`config.mk`:
```
export PLATFORM = sky130hd
export DESIGN_NAME = acc_core
export DESIGN_NICKNAME = d
export VERILOG_FILES = /design/src/rtl/acc_core.sv
export SDC_FILE = /design/constraint.sdc
export NUM_CORES = 2
export LEC_CHECK = 0
export BUFFER_PORTS_ARGS = -buffer_cell sky130_fd_sc_hd__buf_2
export CORE_ASPECT_RATIO = 0.7
export CORE_UTILIZATION = 30
export DETAILED_ROUTE_END_ITERATION = 6
export PLACE_DENSITY = 0.55
export SKIP_LAST_GASP = 1
export SLEW_MARGIN = 15
export SYNTH_ARGS = -nofsm -noshare
export SYNTH_HDL_FRONTEND = slang
export SYNTH_SLANG_ARGS = --single-unit
```
`constraint.sdc`:
```
create_clock -name clk -period 10.7 [get_ports clk]
set_clock_uncertainty 0.15 [all_clocks]
set_input_delay 2.675 -clock clk [delete_from_list [all_inputs] [get_ports clk]]
set_output_delay 2.675 -clock clk [all_outputs]
set_load 0.1 [all_outputs]
```
`src/rtl/acc_core.sv`:
```
module acc_core #(
  parameter int AW   = 11,
  parameter int OPW  = 5,
  parameter int ACW  = 32,
  parameter int CW   = 8
) (
  input  logic          clk,
  input  logic          rst_n,
  input  logic          start_valid,
  input  logic [AW-1:0] start_addr,
  output logic [AW-1:0] mem_addr,
  output logic          mem_we,
  output logic [AW+OPW-1:0] mem_wdata,
  input  logic [AW+OPW-1:0] mem_rdata,
  input  logic          rx_valid,
  input  logic [CW-1:0] rx_data,
  output logic          rx_ready,
  output logic          tx_valid,
  output logic [CW-1:0] tx_data,
  input  logic          tx_ready,
  output logic          halted
);
  localparam int DW = AW + OPW;

  typedef enum logic [1:0] {S_FETCH, S_OPER, S_EXEC, S_HALT} st_t;

  st_t           st;
  logic [AW-1:0] pc;
  logic [DW-1:0] ir;
  logic [ACW-1:0] acc, mreg;
  logic [ACW-1:0] acc_nx, mreg_nx;

  wire [OPW-1:0] op  = ir[DW-1:AW];
  wire [AW-1:0]  fld = ir[AW-1:0];
  wire [ACW-1:0] opd = {{(ACW-DW){mem_rdata[DW-1]}}, mem_rdata};
  wire [ACW-1:0] prod = opd * mreg;

  wire in_exec  = (st == S_EXEC);
  wire is_in    = (op == OPW'(8));
  wire is_out   = (op == OPW'(14));
  wire st_keep  = (op == OPW'(3))  || (op == OPW'(20));
  wire st_clr   = (op == OPW'(10)) || (op == OPW'(19));
  wire is_stop  = (op == OPW'(25));
  wire taken    = ((op == OPW'(4)) && !acc[ACW-1]) || ((op == OPW'(6)) && acc[ACW-1]);
  wire stall    = (is_in && !rx_valid) || (is_out && !tx_ready);
  wire step     = in_exec && !stall && !start_valid;

  assign rx_ready  = in_exec && is_in && rx_valid && !start_valid;
  assign mem_we    = in_exec && !start_valid && (st_keep || st_clr || (is_in && rx_valid));
  assign mem_wdata = is_in ? {{(DW-CW){1'b0}}, rx_data} : acc[DW-1:0];
  assign tx_valid  = in_exec && is_out;
  assign tx_data   = acc[CW-1:0];
  assign halted    = (st == S_HALT);

  always_comb begin
    case (st)
      S_FETCH: mem_addr = pc;
      S_OPER:  mem_addr = mem_rdata[AW-1:0];
      default: mem_addr = (st == S_HALT) ? pc : fld;
    endcase
  end

  always_comb begin
    acc_nx  = acc;
    mreg_nx = mreg;
    case (op)
      OPW'(0):            acc_nx = acc + opd;
      OPW'(1), OPW'(18):  acc_nx = acc - opd;
      OPW'(2):            acc_nx = acc + (opd & mreg);
      OPW'(7):            mreg_nx = mreg + opd;
      OPW'(9):            acc_nx = ACW'($signed(acc) >>> fld);
      OPW'(10), OPW'(19): acc_nx = '0;
      OPW'(11):           acc_nx = acc << fld;
      OPW'(12), OPW'(21): acc_nx = acc + prod;
      OPW'(13):           acc_nx = acc - prod;
      OPW'(17):           acc_nx = ACW'($signed(opd) >>> 1);
      default: ;
    endcase
  end

  always_ff @(posedge clk) begin
    if (!rst_n) begin
      st   <= S_FETCH;
      pc   <= '0;
      ir   <= '0;
      acc  <= '0;
      mreg <= '0;
    end else if (start_valid) begin
      st <= S_FETCH;
      pc <= start_addr;
    end else begin
      case (st)
        S_FETCH: st <= S_OPER;
        S_OPER: begin
          ir <= mem_rdata;
          st <= S_EXEC;
        end
        S_EXEC: if (step) begin
          acc  <= acc_nx;
          mreg <= mreg_nx;
          pc   <= taken ? fld : pc + AW'(1);
          st   <= is_stop ? S_HALT : S_FETCH;
        end
        default: st <= S_HALT;
      endcase
    end
  end

  AST_TX_HOLD: assert property (@(posedge clk) disable iff (!rst_n)
    tx_valid && !tx_ready && !start_valid |=> tx_valid && $stable(tx_data));

  AST_RX_ONLY_VALID: assert property (@(posedge clk) disable iff (!rst_n)
    rx_ready |-> rx_valid && !tx_valid);

  AST_RX_WRITES_BYTE: assert property (@(posedge clk) disable iff (!rst_n)
    rx_ready |-> mem_we && (mem_wdata == {{(DW-CW){1'b0}}, rx_data}));

  AST_HALT_QUIET: assert property (@(posedge clk) disable iff (!rst_n)
    halted && !start_valid |=> halted && !mem_we && !tx_valid);

  AST_PRESET_FETCH: assert property (@(posedge clk) disable iff (!rst_n)
    start_valid |=> !halted && !mem_we && (mem_addr == $past(start_addr)));
endmodule

```
* Yosys cells after proc, flatten, opt, wreduce, memory -nomap -nowiden
Index checks and enable logic that the tools add are counted.
** Cells by class
- Multiply operators :: 1
- Equality and inequality tests :: 23
- Mux-type cells :: 11
- Reductions and logical operators :: 37
- Bitwise gates (word level) :: 3
- Shifts and indexed selects :: 2
- Add/subtract/negate cells :: 7
** Operator list (count)
- $pmux W32 S9 :: 1
- $add A32 B32 Y32 :: 4
- $sub A32 B32 Y32 :: 2
- $mux W11 :: 5
- $eq A5 B4 Y1 const B :: 7
- $and A32 B32 Y32 :: 1
- $mul A16 B32 Y32 :: 1
- $shl A32 B11 Y32 :: 1
- $sshr A32 B11 Y32 :: 1
- $eq A5 B5 Y1 const B :: 6
- $pmux W11 S2 :: 1
- $mux W16 :: 1
- $eq A5 B3 Y1 const B :: 3
- $logic_and A1 B1 Y1 :: 13
- $add A11 B1 Y11 const B :: 1
- $eq A5 B2 Y1 const B :: 2
- $reduce_bool A9 Y1 :: 1
- $reduce_and A4 Y1 :: 2
- $reduce_or A2 Y1 :: 4
- $logic_or A1 B1 Y1 :: 6
- $pmux W2 S3 :: 1
- $eq A5 B1 Y1 const B :: 1
- $logic_not A1 Y1 :: 5
- $logic_not A5 Y1 :: 1
- 8 further kinds :: 13
** Storage, ports and cells
- Bits of input ports :: 40
- Logic and storage cells :: 89
- Output and inout bits :: 39
- Register bits after elaboration :: 93

* Longest topological paths before layout
- Depth in word-level cells :: 9
- Gate-level depth with buffers :: 40
- Depth with buffers taken out :: 36

* Worst setup path before layout
OpenSTA, ideal clock, no wires.
- Path type :: input -> register
- From :: input port mem_rdata[2]
- To :: register acc[31]
- Setup time :: 0.084 ns
- Arrival time :: 10.971 ns
- Buffers on the path :: 2
- Cell stages on the path :: 32
- Setup slack :: -0.505 ns
- Path through :: clkbuf_1 -> clkbuf_1 -> nand2_1 -> fa_1 -> fa_1 -> fa_1 -> fa_1 -> inv_1 -> fa_1 -> inv_1 -> fa_1 -> inv_1 -> ha_1 -> a21o_1 -> or4_4 -> a211oi_2 -> a311oi_2 -> or4b_1 -> nor4b_1 -> nand2_1 -> xnor2_1 -> o21ai_0 -> nand2_1 -> ha_1 -> and3_1 -> a221o_1 -> nand3_1 -> a31oi_1 -> nand4_1 -> nand4b_1 -> xnor3_1 -> o31ai_2
** Between the ends
- Word-level cells in the longest chain between the ends :: 3
- Elaborated cells between the ends (all ways) :: 8
- Those cells by class :: 5 x add/sub; 1 x mul; 1 x mux; 1 x bitwise
** Ends and longest elaborated chain
- from (decl) :: line 14 : input logic [AW+OPW-1:0] mem_rdata,
- $mul A16 B32 Y32 or $and A32 B32 Y32 (tied branches) :: line 36, 69
- $sub A32 B32 Y32 (tied with other cells) :: line 75 : OPW'(13): acc_nx = acc - prod;
- $pmux W32 S9 * :: line 66 : case (op)
- to (signal assigned) :: line 99 : acc <= acc_nx;
- to (decl) :: line 30 : logic [ACW-1:0] acc, mreg;
Mark *: on every way between the ends. The rest lies on a longest branch, timed or not.
A chain may end at the register's enable or synchronous reset.

* Worst setup path after layout
- From :: input port mem_rdata[6]
- To :: register acc[25]
Same word-level chain as after synthesis.

==> results.txt <==
failing checks: DRC
Inserted Diodes: 0
clk buf depth: 2
post-route setup slack: 272.4 ps
max_slew headroom: 0.3004
DIE AREA: 86470 sq um
vias in the first global route: 22820
CTS sink cnt: 93
CP most frequent cell: fa_1
Area contributors post-synth: fa_1 24%, ha_1 7.9%, dfxtp_1 7.3%
Worst-Skew Late Latency: 390 ps
yosys warns: 0
P_leak: 0.01342 uW
pwr/cell area: 43.49 nW/um^2
Final ANT Viol Nets: 0
asr flop ratio synth: 0
hpwl dp: 73950 microns
CTS tree: yes
reg-to-reg slack, setup: 1730 ps
Setup crit end kind: flip-flop
Filler cells: 8939
initial antenna violation count: 0
Iter 0 DRT Violations: 2343
# rows: 89
GRT Total Usage: 0.2093
share of layout cells above drive strength 1: 0.1638
final wirelength: 91010 microns
Synth Register Bits: 93
Yosys cell types: 93
setup slack after placement: -584.5 ps
Initial Util: 0.3035
Reg clk slew, reported paths: 90 ps
# Max-Cap Violations: 0
Critical-path top delay cell: or4_4
H-Tree Depth: 3
PortBufs: 78
DIE HEIGHT: 246.3 microns
Final Hold Vio Count: 0
worst vdd ir: 0.07899 mV
grt total ovfl: 0
vias: 24310
Post-synth top cells: 496 x nand2_1, 436 x inv_1, 306 x fa_1
fin area: 29700 sq um
Crit Path Category: input pin to flip-flop
number of synthesized flops with an enable pin: 0
Slew Limit Fails: 0
share of the synthesized area in the top cell type: 0.2394
crit start category: input pin
critical path arrival: 10540 ps
worst stage delay on the critical path: 560 ps
Yosys top cell by area: fa_1
Mean Syn Cell Area: 7.706 sq um
Tmin final: 10430 ps
Cell Area, Synth: 25580 sq um
cells after synthesis: 3320
Seq/Total Area, Yosys: 0.07277
Area Overhead vs Synth: 16.10%
vias per cell: 5.251
average routed wire per standard cell: 19.66 microns
top-count cell post-synth: nand2_1
# placed instances: 4602
Hold Crit Class: flip-flop to flip-flop
root buffer cell: clkbuf_16
TritonCTS Buffers: 9
core area: 84300 sq um
crit path max fanout: 18
endpoints failing setup: 0
nets@finish: 3996
post-route setup TNS: 0 ps
WP data required: 10820 ps
Max Clk Rate: 0.09590 GHz
# IOs: 79
status: finished, violations left
GP Congestion: 0.9706
RSZ-0062 raised after global routing: true
Worst Setup SP: mem_rdata[6]
Final Cycle Share: 0.9745
Worst Tran Pin Value: 1049 ps
dpl cell area: 28800 sq um
drt pass-1 iters: 7
Syn Nets: 3828
Die Wd: 351.0 microns
ys flop type: dfxtp_1
Worst Min Path Start: ir[8]
non-filler instance count after layout: 4630
Final Power: 1292 uW
# DRC: 3
largest net degree at the start of global routing: 94
Worst R2R Start: mreg[9]
first-pass GRT wire length: 139800 microns
## registers in the layout, indices dropped and copies added (netlist names)
name	flops
acc	32
ir	16
mreg	32
pc	11
st	2
## report_power, final
part | total (uW) | switching [uW] | internal, uW
Combinational | 558 | 356 | 202
Sequential | 373 | 19.6 | 353
Clock | 361 | 192 | 170
## metrics by stage
stage	utilization	hold WS, ps
2_1_floorplan	-	317.7
3_3_place_gp	0.3416	332.6
3_5_place_dp	0.3416	344.7
4_1_cts	0.3455	357.0
5_1_grt	0.3524	375.5
6_report	0.3524	355.7
## area by class of cell
cell class	instances	area [sq um]	area share
Inverter	438	1644	0.05535
Clock buffer	9	225.2	0.007582
Clock inverter	7	86.33	0.002907
Tap cell	1137	1423	0.04790
Timing Repair Buffer	372	2746	0.09246
Sequential cell	93	1869	0.06293
Multi-Input combinational cell	2574	21710	0.7309
## worst max-delay path: cells and delay by family
kind | cells | cell delay (ps)
adders and majority gates | 8 | 3440
and+or+nand+nor | 10 | 1870
AOI/OAI and AO/OA | 8 | 1620
buffers and inverters | 7 | 650
xor gates and xnor gates | 2 | 230
## cell usage in the layout (no fill, tap or decap), types with 14 or more instances in the layout
cell	count
nand2_1	495
o22ai_1	20
a21oi_2	14
mux2_2	30
dfxtp_1	89
nand3_1	43
and2_1	175
a211oi_1	21
nor2_1	192
mux4_2	33
inv_1	434
a21oi_1	135
nand4_1	14
xnor2_1	109
o221ai_1	15
nor3_1	36
o21ai_0	173
xor2_1	56
o211ai_1	20
o21a_1	20
ha_4	14
mux2i_1	57
a21o_1	31
and3_1	18
buf_4	282
a221oi_1	29
ha_1	145
nand2b_1	21
a31oi_1	43
a21boi_0	40
nor4_1	15
buf_2	69
o21ai_1	15
fa_1	302
## logic make-up (layout without fill, tap and decap cells)
family | Yosys count | in the layout | synth area share
fa+ha+maj | 468 | 468 | 0.3187
simple gates | 1117 | 1117 | 0.2060
buf+inv | 653 | 826 | 0.09933
mux | 120 | 120 | 0.06456
flops | 93 | 93 | 0.07277
compound gates | 700 | 700 | 0.1802
xor+xnor | 169 | 169 | 0.05839
## timing repair
action,4_1_cts,5_1_grt
hold buffers,0,0
gates resized for setup,3,114
buffers inserted,1,11
cloned,0,0
pin swaps,3,66
endpoints found under the setup margin,5,13
## layer usage
metal / wire length, microns / track usage / vias to the layer above
li1: - / - / 11410
met1: 46230 / 0.3383 / 11870
met2: 35000 / 0.2772 / 966
met3: 8780 / 0.04794 / 62
met4: 997 / 0.02723 / 0
met5: 0 / 0 / -
## worst paths after layout
kind / to / depth (start not counted)
setup / recovery: acc[25] / 35
hold / removal: ir[8] / 2
setup reg to reg: acc[25] / 33
hold reg to reg: ir[8] / 2
Power figures use the tool's default switching activity.
